==> config.mk <==
export PLATFORM = sky130hd
export DESIGN_NAME = incsk_unit
export DESIGN_NICKNAME = d
export VERILOG_FILES = /design/src/rtl/incsk_pkg.sv /design/src/rtl/incsk_decode.sv /design/src/rtl/incsk_bank_map.sv /design/src/rtl/incsk_skip_ctl.sv /design/src/rtl/incsk_unit.sv
export SDC_FILE = /design/constraint.sdc
export NUM_CORES = 1
export LEC_CHECK = 0
export BUFFER_PORTS_ARGS = -buffer_cell sky130_fd_sc_hd__buf_4
export CAP_MARGIN = 5
export CORE_ASPECT_RATIO = 1.75
export CORE_UTILIZATION = 35
export DETAILED_ROUTE_END_ITERATION = 10
export PLACE_DENSITY = 0.63
export SLEW_MARGIN = 20
export SYNTH_ARGS = -nofsm -noshare
export SYNTH_HDL_FRONTEND = slang
export SYNTH_HIERARCHICAL = 1
export SYNTH_SLANG_ARGS = --single-unit
==> constraint.sdc <==
create_clock -name clk -period 2.4 [get_ports clk]
set_input_delay 0.24 -clock clk [delete_from_list [all_inputs] [get_ports clk]]
set_output_delay 0.24 -clock clk [all_outputs]
set_load 0.1 [all_outputs]
==> src/rtl/incsk_pkg.sv <==
package incsk_pkg;
  localparam int WORD_W = 16;

  typedef enum logic [1:0] {OP_NONE = 2'd0, OP_SKZ = 2'd1, OP_SKNZ = 2'd2} op_e;

  typedef struct packed {
    op_e        op;
    logic       to_file;
    logic       use_bank;
    logic [7:0] faddr;
  } dec_t;

  localparam logic [5:0] SKZ_CODE  = 6'b001111;
  localparam logic [5:0] SKNZ_CODE = 6'b010010;

  function automatic dec_t decode_word(input logic valid, input logic [WORD_W-1:0] w);
    dec_t d;
    d.to_file  = w[9];
    d.use_bank = w[8];
    d.faddr    = w[7:0];
    if (!valid)                  d.op = OP_NONE;
    else if (w[15:10] == SKZ_CODE)  d.op = OP_SKZ;
    else if (w[15:10] == SKNZ_CODE) d.op = OP_SKNZ;
    else                         d.op = OP_NONE;
    return d;
  endfunction

  function automatic logic [7:0] bump(input logic [7:0] v);
    return v + 8'd1;
  endfunction

  function automatic logic skip_rule(input op_e op, input logic [7:0] res);
    case (op)
      OP_SKZ:  return (res == 8'd0);
      OP_SKNZ: return (res != 8'd0);
      default: return 1'b0;
    endcase
  endfunction

  function automatic logic [1:0] squash_words(input logic skip, input logic two);
    if (!skip) return 2'd0;
    return two ? 2'd2 : 2'd1;
  endfunction
endpackage

==> src/rtl/incsk_decode.sv <==
module incsk_decode
  import incsk_pkg::*;
(
  input  logic              valid,
  input  logic [WORD_W-1:0] word,
  output dec_t              dec
);
  always_comb dec = decode_word(valid, word);
endmodule

==> src/rtl/incsk_bank_map.sv <==
module incsk_bank_map #(
  parameter int FADDR_W = 8,
  parameter int BANK_W  = 4,
  parameter logic [FADDR_W-1:0] SPLIT = 8'h60,
  localparam int ADDR_W = FADDR_W + BANK_W
) (
  input  logic               use_bank,
  input  logic [FADDR_W-1:0] faddr,
  input  logic [BANK_W-1:0]  bank_sel,
  output logic [ADDR_W-1:0]  addr
);
  always_comb begin
    if (use_bank)            addr = {bank_sel, faddr};
    else if (faddr < SPLIT)  addr = {{BANK_W{1'b0}}, faddr};
    else                     addr = {{BANK_W{1'b1}}, faddr};
  end
endmodule

==> src/rtl/incsk_skip_ctl.sv <==
module incsk_skip_ctl
  import incsk_pkg::*;
(
  input  op_e        op,
  input  logic [7:0] result,
  input  logic       two_word,
  output logic       skip,
  output logic [1:0] squash
);
  always_comb begin
    skip   = skip_rule(op, result);
    squash = squash_words(skip, two_word);
  end
endmodule

==> src/rtl/incsk_unit.sv <==
module incsk_unit
  import incsk_pkg::*;
#(
  parameter int FADDR_W = 8,
  parameter int BANK_W  = 4,
  parameter int DATA_W  = 8,
  localparam int ADDR_W = FADDR_W + BANK_W
) (
  input  logic              clk,
  input  logic              rst_n,
  input  logic              instr_valid,
  input  logic [15:0]       instr_word,
  input  logic [BANK_W-1:0] bank_sel,
  input  logic              next_two_word,
  output logic [ADDR_W-1:0] rf_raddr,
  input  logic [DATA_W-1:0] rf_rdata,
  output logic              rf_we,
  output logic [ADDR_W-1:0] rf_waddr,
  output logic [DATA_W-1:0] rf_wdata,
  output logic              w_we,
  output logic [DATA_W-1:0] w_wdata,
  output logic              skip_pulse,
  output logic [1:0]        squash_cnt
);
  dec_t              dec;
  logic              op_hit;
  logic [ADDR_W-1:0] eff_addr;
  logic [7:0]        sum;
  logic              skip_now;
  logic [1:0]        squash_now;

  incsk_decode u_dec (.valid(instr_valid), .word(instr_word), .dec(dec));

  incsk_bank_map #(.FADDR_W(FADDR_W), .BANK_W(BANK_W)) u_map (
    .use_bank(dec.use_bank), .faddr(dec.faddr[FADDR_W-1:0]),
    .bank_sel(bank_sel), .addr(eff_addr));

  assign op_hit   = (dec.op != OP_NONE);
  assign rf_raddr = eff_addr;
  assign sum      = bump(rf_rdata[7:0]);

  incsk_skip_ctl u_skip (.op(dec.op), .result(sum), .two_word(next_two_word),
    .skip(skip_now), .squash(squash_now));

  always_ff @(posedge clk) begin
    if (!rst_n) begin
      rf_we      <= 1'b0;
      w_we       <= 1'b0;
      skip_pulse <= 1'b0;
      squash_cnt <= 2'd0;
      rf_waddr   <= '0;
      rf_wdata   <= '0;
      w_wdata    <= '0;
    end else begin
      rf_we      <= op_hit && dec.to_file;
      w_we       <= op_hit && !dec.to_file;
      skip_pulse <= op_hit && skip_now;
      squash_cnt <= op_hit ? squash_now : 2'd0;
      if (op_hit) begin
        rf_waddr <= eff_addr;
        rf_wdata <= sum;
        w_wdata  <= sum;
      end
    end
  end
endmodule

==> results of run 1 <==
==> Yosys cell counts, types with 2 or more instances <==
library cell / instances / area, sq um
buf_4: 26 / 195.2
a31oi_1: 3 / 18.77
o21ba_2: 2 / 20.02
dfxtp_1: 25 / 500.5
nand2_1: 35 / 131.4
nand3_1: 2 / 10.01
nor4_4: 2 / 42.54
o21ai_0: 7 / 35.03
nor2_1: 5 / 18.77
and3_1: 4 / 25.02
clkbuf_1: 4 / 15.01
inv_1: 6 / 22.52
a21oi_1: 5 / 25.02
a21boi_0: 13 / 97.59
xnor2_1: 2 / 17.52
==> power breakdown <==
part	total [uW]	internal, uW	leakage [uW]	switching (uW)
combinational	263	74.8	0.000628	188
clock	245	116	0.0000255	129
sequential	420	418	0.000202	2.27
total	928	609	0.000856	319
==> critical path, delay by kind of cell <==
kind / cells / cell delay (ns)
AOI/OAI and AO/OA: 2 / 0.54
buffers and inverters: 1 / 0.10
and+or+nand+nor: 5 / 0.92
==> flip-flops by register name, indices dropped and copies added, names as in the netlist <==
signal	flops
rf_waddr	12
w_wdata	8
w_we	1
squash_cnt	2
skip_pulse	1
rf_we	1
==> logic make-up after synthesis <==
family                   Yosys count
AND/OR/NAND/NOR                   59
buffers and inverters             38
AO/OA/AOI/OAI                     35
flip-flops                        25
XOR/XNOR                           3
adder cells (fa/ha/maj)            1
==> through the flow <==
stage	cell area (sq um)	hold slack (ns)	total power (uW)	std cells
floorplan	1361	0.3925	635.7	161
global placement	1770	0.4022	691.6	251
detailed placement	1770	0.4083	694.3	251
CTS	1817	0.1155	941.1	255
global route	1819	0.1158	967.7	255
finish	1819	0.1274	928.1	255
==> final cells by class <==
type | instances | area, sq um
Clock buffer | 3 | 41.29
Inverter | 6 | 22.52
Clock inverter | 1 | 5.005
Sequential cell | 25 | 500.5
Tap cell | 46 | 57.56
Timing Repair Buffer | 76 | 570.5
Fill cell | 364 | 1846
Multi-Input combinational cell | 98 | 621.8
==> worst paths after layout <==
kind,from,end,slack (ns)
max,rf_rdata[0],squash_cnt[0],0.80
min,instr_word[9],w_we,0.13
max reg2reg,w_wdata[3],w_wdata[3],1.62
min reg2reg,rf_waddr[11],rf_waddr[11],0.46
==> metal layers <==
layer  share of wire  wire (microns)  track usage
met5               0               0            0
met4           0.023              70      0.08021
met3           0.046             137      0.01630
met2            0.56            1663       0.2939
met1            0.37            1113       0.1370
==> results.py, run 1 <==
metrics = {
    "status": {
        "status": "finished, final reports clean",
    },
    "clocking": {
        "cts_sinks": 25,
        "h-tree-depth": 1,
        "post-cts-setup-buffers": 0,
        "clk_root_buffer_cell": "clkbuf_8",
        "postCtsResizedCells": 0,
        "holdBufCountCts": 0,
        "clk_latency_ns": 0.26,
        "clkSlewWorstSetupHoldPaths_ns": 0.08,
        "cts_buffers": 3,
        "cts_tree": "yes",
        "cts_buffer_depth": 2,
    },
    "worst_hold_path": {
        "hold_depth": 2,
        "hold_class": "in -> reg",
    },
    "place": {
        "port_buffers": 76,
        "place_hpwl_mm": 2.365,
        "dp_slack_ns": 0.5389,
        "gp_congestion": 0.7828,
    },
    "synth": {
        "synth_top_family_by_area": "simple AND/OR/NAND/NOR gates",
        "yosys.area_share.simple": 0.2472,
        "synth_xor_area_frac": 0.01930,
        "syn-num-nets": 194,
        "synth-edff-count": 0,
        "async_reset_ff_frac": 0,
        "synthAdderAreaFrac": 0.009191,
        "ys_seq_elements": 25,
        "synth_compound_area_frac": 0.1792,
        "synth_cell_types": 35,
        "yosysWarnings": 6,
        "synthCells": 161,
        "syn_avg_cell_area_sq_um": 8.455,
        "muxShareOfSynthArea": 0,
        "syn-cell-area_sq_um": 1361,
        "ys_seq_area_frac": 0.3676,
        "synth_ff_type": "dfxtp_1",
    },
    "sta": {
        "setup_viol_count_final": 0,
        "skew_ns": 0,
        "layout_setup_ws_ns": 0.8041,
        "worst_slew_pin_slew_ns": 0.6237,
        "min_period_ns": 1.596,
        "fmax_mhz": 626.6,
        "rsz0062_at_grt": "false",
        "drv_slew": 0,
        "slew-limit-headroom": 0.5838,
        "setup_tns_ns": 0,
        "min_period_over_period": 0.6649,
        "hold_viol_final": 0,
    },
    "critical_path": {
        "start_kind": "input port",
        "crit_path_max_fanout": 5,
        "required_ns": 2.61,
        "crit_slowest_cell": "o31ai_1",
        "cp.arrival_ns": 1.81,
        "crit_chain": "buf_4, nand3_2, o31ai_1, nand2_1, nor4_4, nand4_2, a21oi_1, and3_1",
        "max_stage_delay_ns": 0.37,
        "endpoint_kind": "flip-flop",
        "ff2ff_path_depth": 2,
        "path_class": "in -> reg",
    },
    "global_route": {
        "grt_pass1_vias": 1137,
        "grt_antenna_before_repair": 0,
        "grt_pass1_wl_mm": 4.726,
        "gr-total-overflow": 0,
        "grt_max_degree": 30,
        "grt_usage": 0.1471,
    },
    "routing": {
        "drt_iter0_drc": 16,
        "first_pass_iters": 4,
        "wl_per_cell_microns": 11.71,
        "routed_wl_mm": 2.985,
        "route.detailed.drc": 0,
        "vias_per_cell": 4.780,
        "ant_nets": 0,
        "num_vias": 1219,
    },
    "pwr": {
        "power_density_nw_per_um2": 510.1,
        "p_leak_uw": 0.0008555,
        "ir_drop_uv": 251.0,
    },
    "final_layout": {
        "final_cell_mix": "buf_4, nand2_1, dfxtp_1",
        "area_growth_pct": 33.64,
        "drive_gt1_frac": 0.4498,
        "final_common_cell": "buf_4",
        "final_core_util": 0.4964,
        "nets": 243,
        "diodes": 0,
    },
    "die": {
        "die-height_microns": 84.50,
        "core.rowCount": 29,
        "ioPinCount": 77,
        "die_w_microns": 49.15,
        "dieArea_sq_um": 4153,
        "core_sq_um": 3665,
        "start_util": 0.3715,
    },
    "run": {
        "drv_cap": 0,
    },
}
No activity file was read; power rests on OpenSTA's default activity.
==> inputs of run 2 (changes only) <==
==> constraint.sdc (replaced) <==
create_clock -name clk -period 1.5 [get_ports clk]
set_input_delay 0.15 -clock clk [delete_from_list [all_inputs] [get_ports clk]]
set_output_delay 0.15 -clock clk [all_outputs]
set_load 0.1 [all_outputs]
==> run 2 against run 1 <==
- critical path depth is the same
- clock power grew 60%
- final cell count grew 7.5%
- critical path type unchanged
==> results.py, run 2 (synthesis gave the netlist of run 1 again) <==
metrics = {
    "status": {
        "status": "finished, final reports clean",
    },
    "die": {
        "ioPinCount": 77,
        "die-height_microns": 84.50,
        "start_util": 0.3715,
        "core_sq_um": 3665,
        "core.rowCount": 29,
        "dieArea_sq_um": 4153,
        "die_w_microns": 49.15,
    },
    "clocking": {
        "cts_tree": "yes",
        "cts_buffer_depth": 2,
        "clk_root_buffer_cell": "clkbuf_8",
        "clkSlewWorstSetupHoldPaths_ns": 0.09,
        "cts_sinks": 25,
        "cts_buffers": 3,
        "post-cts-setup-buffers": 0,
        "h-tree-depth": 1,
        "clk_latency_ns": 0.26,
    },
    "global_route": {
        "grt_usage": 0.1531,
        "grt_use_met3": 0.02355,
        "grt_pass1_wl_mm": 5.112,
        "grt_max_degree": 26,
        "grt-busiest-layer": "met2",
        "grt_pass1_vias": 1235,
        "gr-total-overflow": 0,
        "globalRouteMet1Util": 0.1482,
        "grt_antenna_before_repair": 0,
        "grtUsageMet2": 0.3101,
    },
    "final_layout": {
        "diodes": 0,
        "drive_gt1_frac": 0.5746,
        "nets": 262,
        "stdcell_area_sq_um": 2018,
        "top_register": "rf_waddr",
        "area_growth_pct": 48.25,
        "final_common_cell": "buf_4",
        "largestRegisters": "rf_waddr (12), w_wdata (8), squash_cnt (2)",
        "final_cell_mix": "buf_4, nand2_1, dfxtp_1",
        "largest_reg_flops": 12,
        "final_core_util": 0.5507,
    },
    "sta": {
        "skew_ns": 0,
        "min_period_over_period": 0.9403,
        "drv_slew": 0,
        "fmax_mhz": 709.0,
        "worst_slew_pin_slew_ns": 1.010,
        "slew-limit-headroom": 0.3243,
        "setup_viol_count_final": 0,
        "min_period_ns": 1.410,
        "rsz0062_at_grt": "false",
        "hold_viol_final": 0,
        "setup_tns_ns": 0,
    },
    "worst_hold_path": {
        "hold_class": "in -> reg",
    },
    "critical_path": {
        "cp.arrival_ns": 1.63,
        "endpoint_kind": "flip-flop",
        "crit_chain": "buf_4, nand3_4, or4_4, nand2_2, nor4_4, a211o_2, a21boi_2, and3_1",
        "required_ns": 1.72,
        "path_class": "in -> reg",
        "crit_slowest_cell": "or4_4",
        "start_kind": "input port",
        "cp_num_buf_inv": 1,
        "crit_family": "simple AND/OR/NAND/NOR gates",
        "max_stage_delay_ns": 0.52,
        "crit_path_max_fanout": 5,
    },
    "routing": {
        "num_vias": 1293,
        "ant_nets": 0,
        "drt_iter0_drc": 14,
        "vias_per_cell": 4.719,
        "wl_per_cell_microns": 11.70,
        "routed_wl_mm": 3.206,
        "first_pass_iters": 4,
        "route.detailed.drc": 0,
    },
    "pwr": {
        "power_density_nw_per_um2": 756.7,
        "p_total_uw": 1527,
        "p_leak_uw": 0.0009529,
        "ir_drop_uv": 438.7,
    },
    "run": {
        "drv_cap": 0,
    },
    "place": {
        "port_buffers": 76,
        "place_hpwl_mm": 2.620,
        "gp_congestion": 0.7880,
        "place_area_sq_um": 1951,
    },
}
==> run 2: cell count changes in the layout (fill, tap and decap cells not counted), sizes merged <==
cell / delta
clkbuf: +1
clkinv: -1
buf: +19
==> run 2: worst paths after layout <==
check                 from  cells past startpoint       endpoint  slack, ns
min reg2reg    rf_waddr[6]                      2    rf_waddr[6]       0.46
max reg2reg     w_wdata[3]                      2     w_wdata[3]       0.76
max            rf_rdata[0]                      8  squash_cnt[1]       0.09
min          instr_word[9]                      2           w_we       0.03
==> run 2: per-stage QoR <==
stage / instances / hold WS (ns) / worst slack [ns]
final: 274 / 0.03190 / 0.08956
after floorplan: 161 / 0.3025 / -0.05126
after CTS: 274 / 0.02780 / 0.02664
after global placement: 270 / 0.3124 / -0.1484
after detailed placement: 270 / 0.3176 / -0.2530
after global routing: 274 / 0.04060 / 0.0001638
==> run 2: timing repair <==
action                                  4_1_cts  5_1_grt
gates resized for setup                       0        7
endpoints found under the setup margin        0        3
hold buffers                                  0        0
==> run 2: where the power goes <==
group	switching [uW]	internal (uW)
registers	3.71	669
clock network	201	190
logic	316	148
==> run 2: layout make-up <==
| class | count | area (sq um) |
|---|---|---|
| clock buffers | 4 | 45.04 |
| multi-input cells | 98 | 669.4 |
| repair buffers | 95 | 713.2 |
| inverters | 6 | 22.52 |
| well taps | 46 | 57.56 |
| fillers | 339 | 1647 |
| flip-flops and latches | 25 | 510.5 |
==> run 2: per-layer routing <==
| layer | up-vias | part of all wire |
|---|---|---|
| li1 | 650 | - |
| met1 | 597 | 0.37 |
| met2 | 42 | 0.57 |
| met3 | 4 | 0.052 |
| met4 | 0 | 0.011 |
| met5 | - | 0 |
==> inputs of run 3 (changes only) <==
==> constraint.sdc (replaced) <==
create_clock -name clk -period 1.5 [get_ports clk]
set_input_delay 0.3 -clock clk [delete_from_list [all_inputs] [get_ports clk]]
set_output_delay 0.3 -clock clk [all_outputs]
set_load 0.1 [all_outputs]
==> run 3 against run 2 <==
- the flow now finishes with violations (negative setup slack)
- routed wire length rose by 6.7%
- final area rose by 5.5%
- sequential share of layout area fell by 1.3 points
- maximum frequency fell by 10%
- sequential power barely moved
- highest routed layer unchanged
- non-clock buffer count rose by 7
- clock skew did not move
- count of clock-buffer cells in the layout did not move
- register-to-register slack got worse by 0.04 ns
- largest cell class unchanged
- critical path type unchanged
- combinational power rose by 5.4%
==> results.py, run 3 (synthesis gave the netlist of run 1 again) <==
metrics = {
    "status": {
        "status": "complete, but fails checks",
        "failed_checks": "negative setup slack",
    },
    "sta": {
        "layout_setup_ws_ns": -0.06778,
        "rsz0062_at_grt": "true",
        "drv_slew": 0,
        "worst_slew_pin_slew_ns": 0.3305,
        "slew-limit-headroom": 0.7781,
        "skew_ns": 0,
        "hold_viol_final": 0,
        "min_period_over_period": 1.045,
        "setup_viol_count_final": 2,
        "min_period_ns": 1.568,
        "fmax_mhz": 637.8,
    },
    "clocking": {
        "cts_sinks": 25,
        "clk_latency_ns": 0.26,
        "clk_root_buffer_cell": "clkbuf_8",
        "clkSlewWorstSetupHoldPaths_ns": 0.08,
        "cts_tree": "yes",
        "cts_buffers": 3,
        "cts_buffer_depth": 2,
        "h-tree-depth": 1,
    },
    "final_layout": {
        "seqCellArea_sq_um": 510.5,
        "final_cell_mix": "buf_4, nand2_1, dfxtp_1",
        "multiInputGateArea_sq_um": 688.2,
        "largest_reg_flops": 12,
        "top_register": "rf_waddr",
        "largestRegisters": "rf_waddr (12), w_wdata (8), squash_cnt (2)",
        "drive_gt1_frac": 0.5957,
        "final_common_cell": "buf_4",
        "nets": 269,
        "stdcell_area_sq_um": 2130,
        "n_fill_cell": 340,
        "final_core_util": 0.5811,
        "diodes": 0,
        "area_growth_pct": 56.43,
    },
    "critical_path": {
        "crit_path_max_fanout": 4,
        "endpoint_kind": "flip-flop",
        "path_class": "in -> reg",
        "required_ns": 1.71,
        "start_kind": "input port",
        "cp.arrival_ns": 1.77,
    },
    "global_route": {
        "grt_pass1_vias": 1348,
        "grt_pass1_wl_mm": 5.540,
        "gr-total-overflow": 0,
        "grt_antenna_before_repair": 0,
        "grt_max_degree": 26,
        "grt_usage": 0.1710,
    },
    "pwr": {
        "sw_frac_of_total": 0.3360,
        "ir_drop_uv": 380.9,
        "intPower_uw": 1024,
        "power_frac_comb": 0.317,
        "power_density_nw_per_um2": 724.5,
        "p_leak_uw": 0.001004,
        "p_sw_uw": 518.4,
        "p_seq_frac": 0.436,
        "p_clk_frac": 0.247,
    },
    "die": {
        "die-height_microns": 84.50,
        "ioPinCount": 77,
        "die_w_microns": 49.15,
        "start_util": 0.3715,
        "dieArea_sq_um": 4153,
        "core.rowCount": 29,
        "core_sq_um": 3665,
    },
    "run": {
        "drv_cap": 0,
    },
    "routing": {
        "route.detailed.drc": 0,
        "first_pass_iters": 3,
        "ant_nets": 0,
        "routed_wl_mm": 3.422,
        "wl_per_cell_microns": 12.18,
        "num_vias": 1325,
        "drt_iter0_drc": 16,
        "vias_per_cell": 4.715,
    },
    "worst_hold_path": {
        "hold_class": "in -> reg",
    },
    "place": {
        "port_buffers": 76,
        "place_area_sq_um": 2021,
        "gp_congestion": 0.8089,
        "place_hpwl_mm": 2.795,
    },
}
[run 3: changes by cell type in the layout (fill, tap and decap cells not counted), moves of 2 or more]
| cell | delta |
|---|---|
| buf_12 | +2 |
| buf_4 | +2 |
| nand2_1 | -2 |
| buf_6 | +2 |
[run 3: final timing paths]
check	from	end	slack [ns]	cells past startpoint
max	rf_rdata[0]	squash_cnt[1]	-0.07	8
min	instr_word[9]	w_we	0.19	2
max reg2reg	w_wdata[3]	w_wdata[3]	0.72	2
min reg2reg	rf_waddr[5]	rf_waddr[5]	0.47	2
[run 3: power groups by stage]
stage | clock network, uW | registers (uW) | logic [uW]
after detailed placement | 0 | 689 | 474
after global placement | 0 | 689 | 467
final | 381 | 673 | 489
after global routing | 422 | 674 | 511
after CTS | 397 | 673 | 483
after floorplan | 0 | 731 | 294
[run 3: critical path: stages]
cell and delay [ns]:
buf_8 0.08, nand3_4 0.09, or4_4 0.55, nand2_4 0.10, nor4_4 0.05, a211o_2 0.33, a21boi_1 0.12, and3_1 0.15
[run 3: per-stage QoR]
stage / setup TNS, ns / hold slack (ns) / instances / power [uW] / worst slack, ns
6_report: -0.1151 / 0.1935 / 281 / 1543 / -0.06778
2_1_floorplan: -1.874 / 0.4525 / 161 / 1025 / -0.2013
5_1_grt: -0.2344 / 0.1887 / 281 / 1607 / -0.1280
3_5_place_dp: -2.830 / 0.4558 / 276 / 1163 / -0.3675
4_1_cts: -0.08656 / 0.1879 / 280 / 1553 / -0.04581
3_3_place_gp: -1.742 / 0.4506 / 276 / 1156 / -0.3113
[run 3: repair_timing]
item	4_1_cts	5_1_grt
hold buffers	0	0
buffers inserted	0	1
endpoints found under the setup margin	3	3
pin swaps	2	2
resized for setup	12	4
[run 3: layout make-up]
| type | instances | share of cell area |
|---|---|---|
| tap | 46 | 0.02703 |
| inverter | 6 | 0.01058 |
| timing repair buffer | 102 | 0.3784 |
| multi-input combinational | 98 | 0.3231 |
| clock buffer | 4 | 0.02115 |
| sequential | 25 | 0.2397 |
[run 3: metal layers]
layer	track usage	wire length [microns]	vias up
met5	0	0	-
met2	0.3587	2071	44
met4	0.07219	53	0
met1	0.1500	1146	613
li1	-	-	664
met3	0.02355	152	4
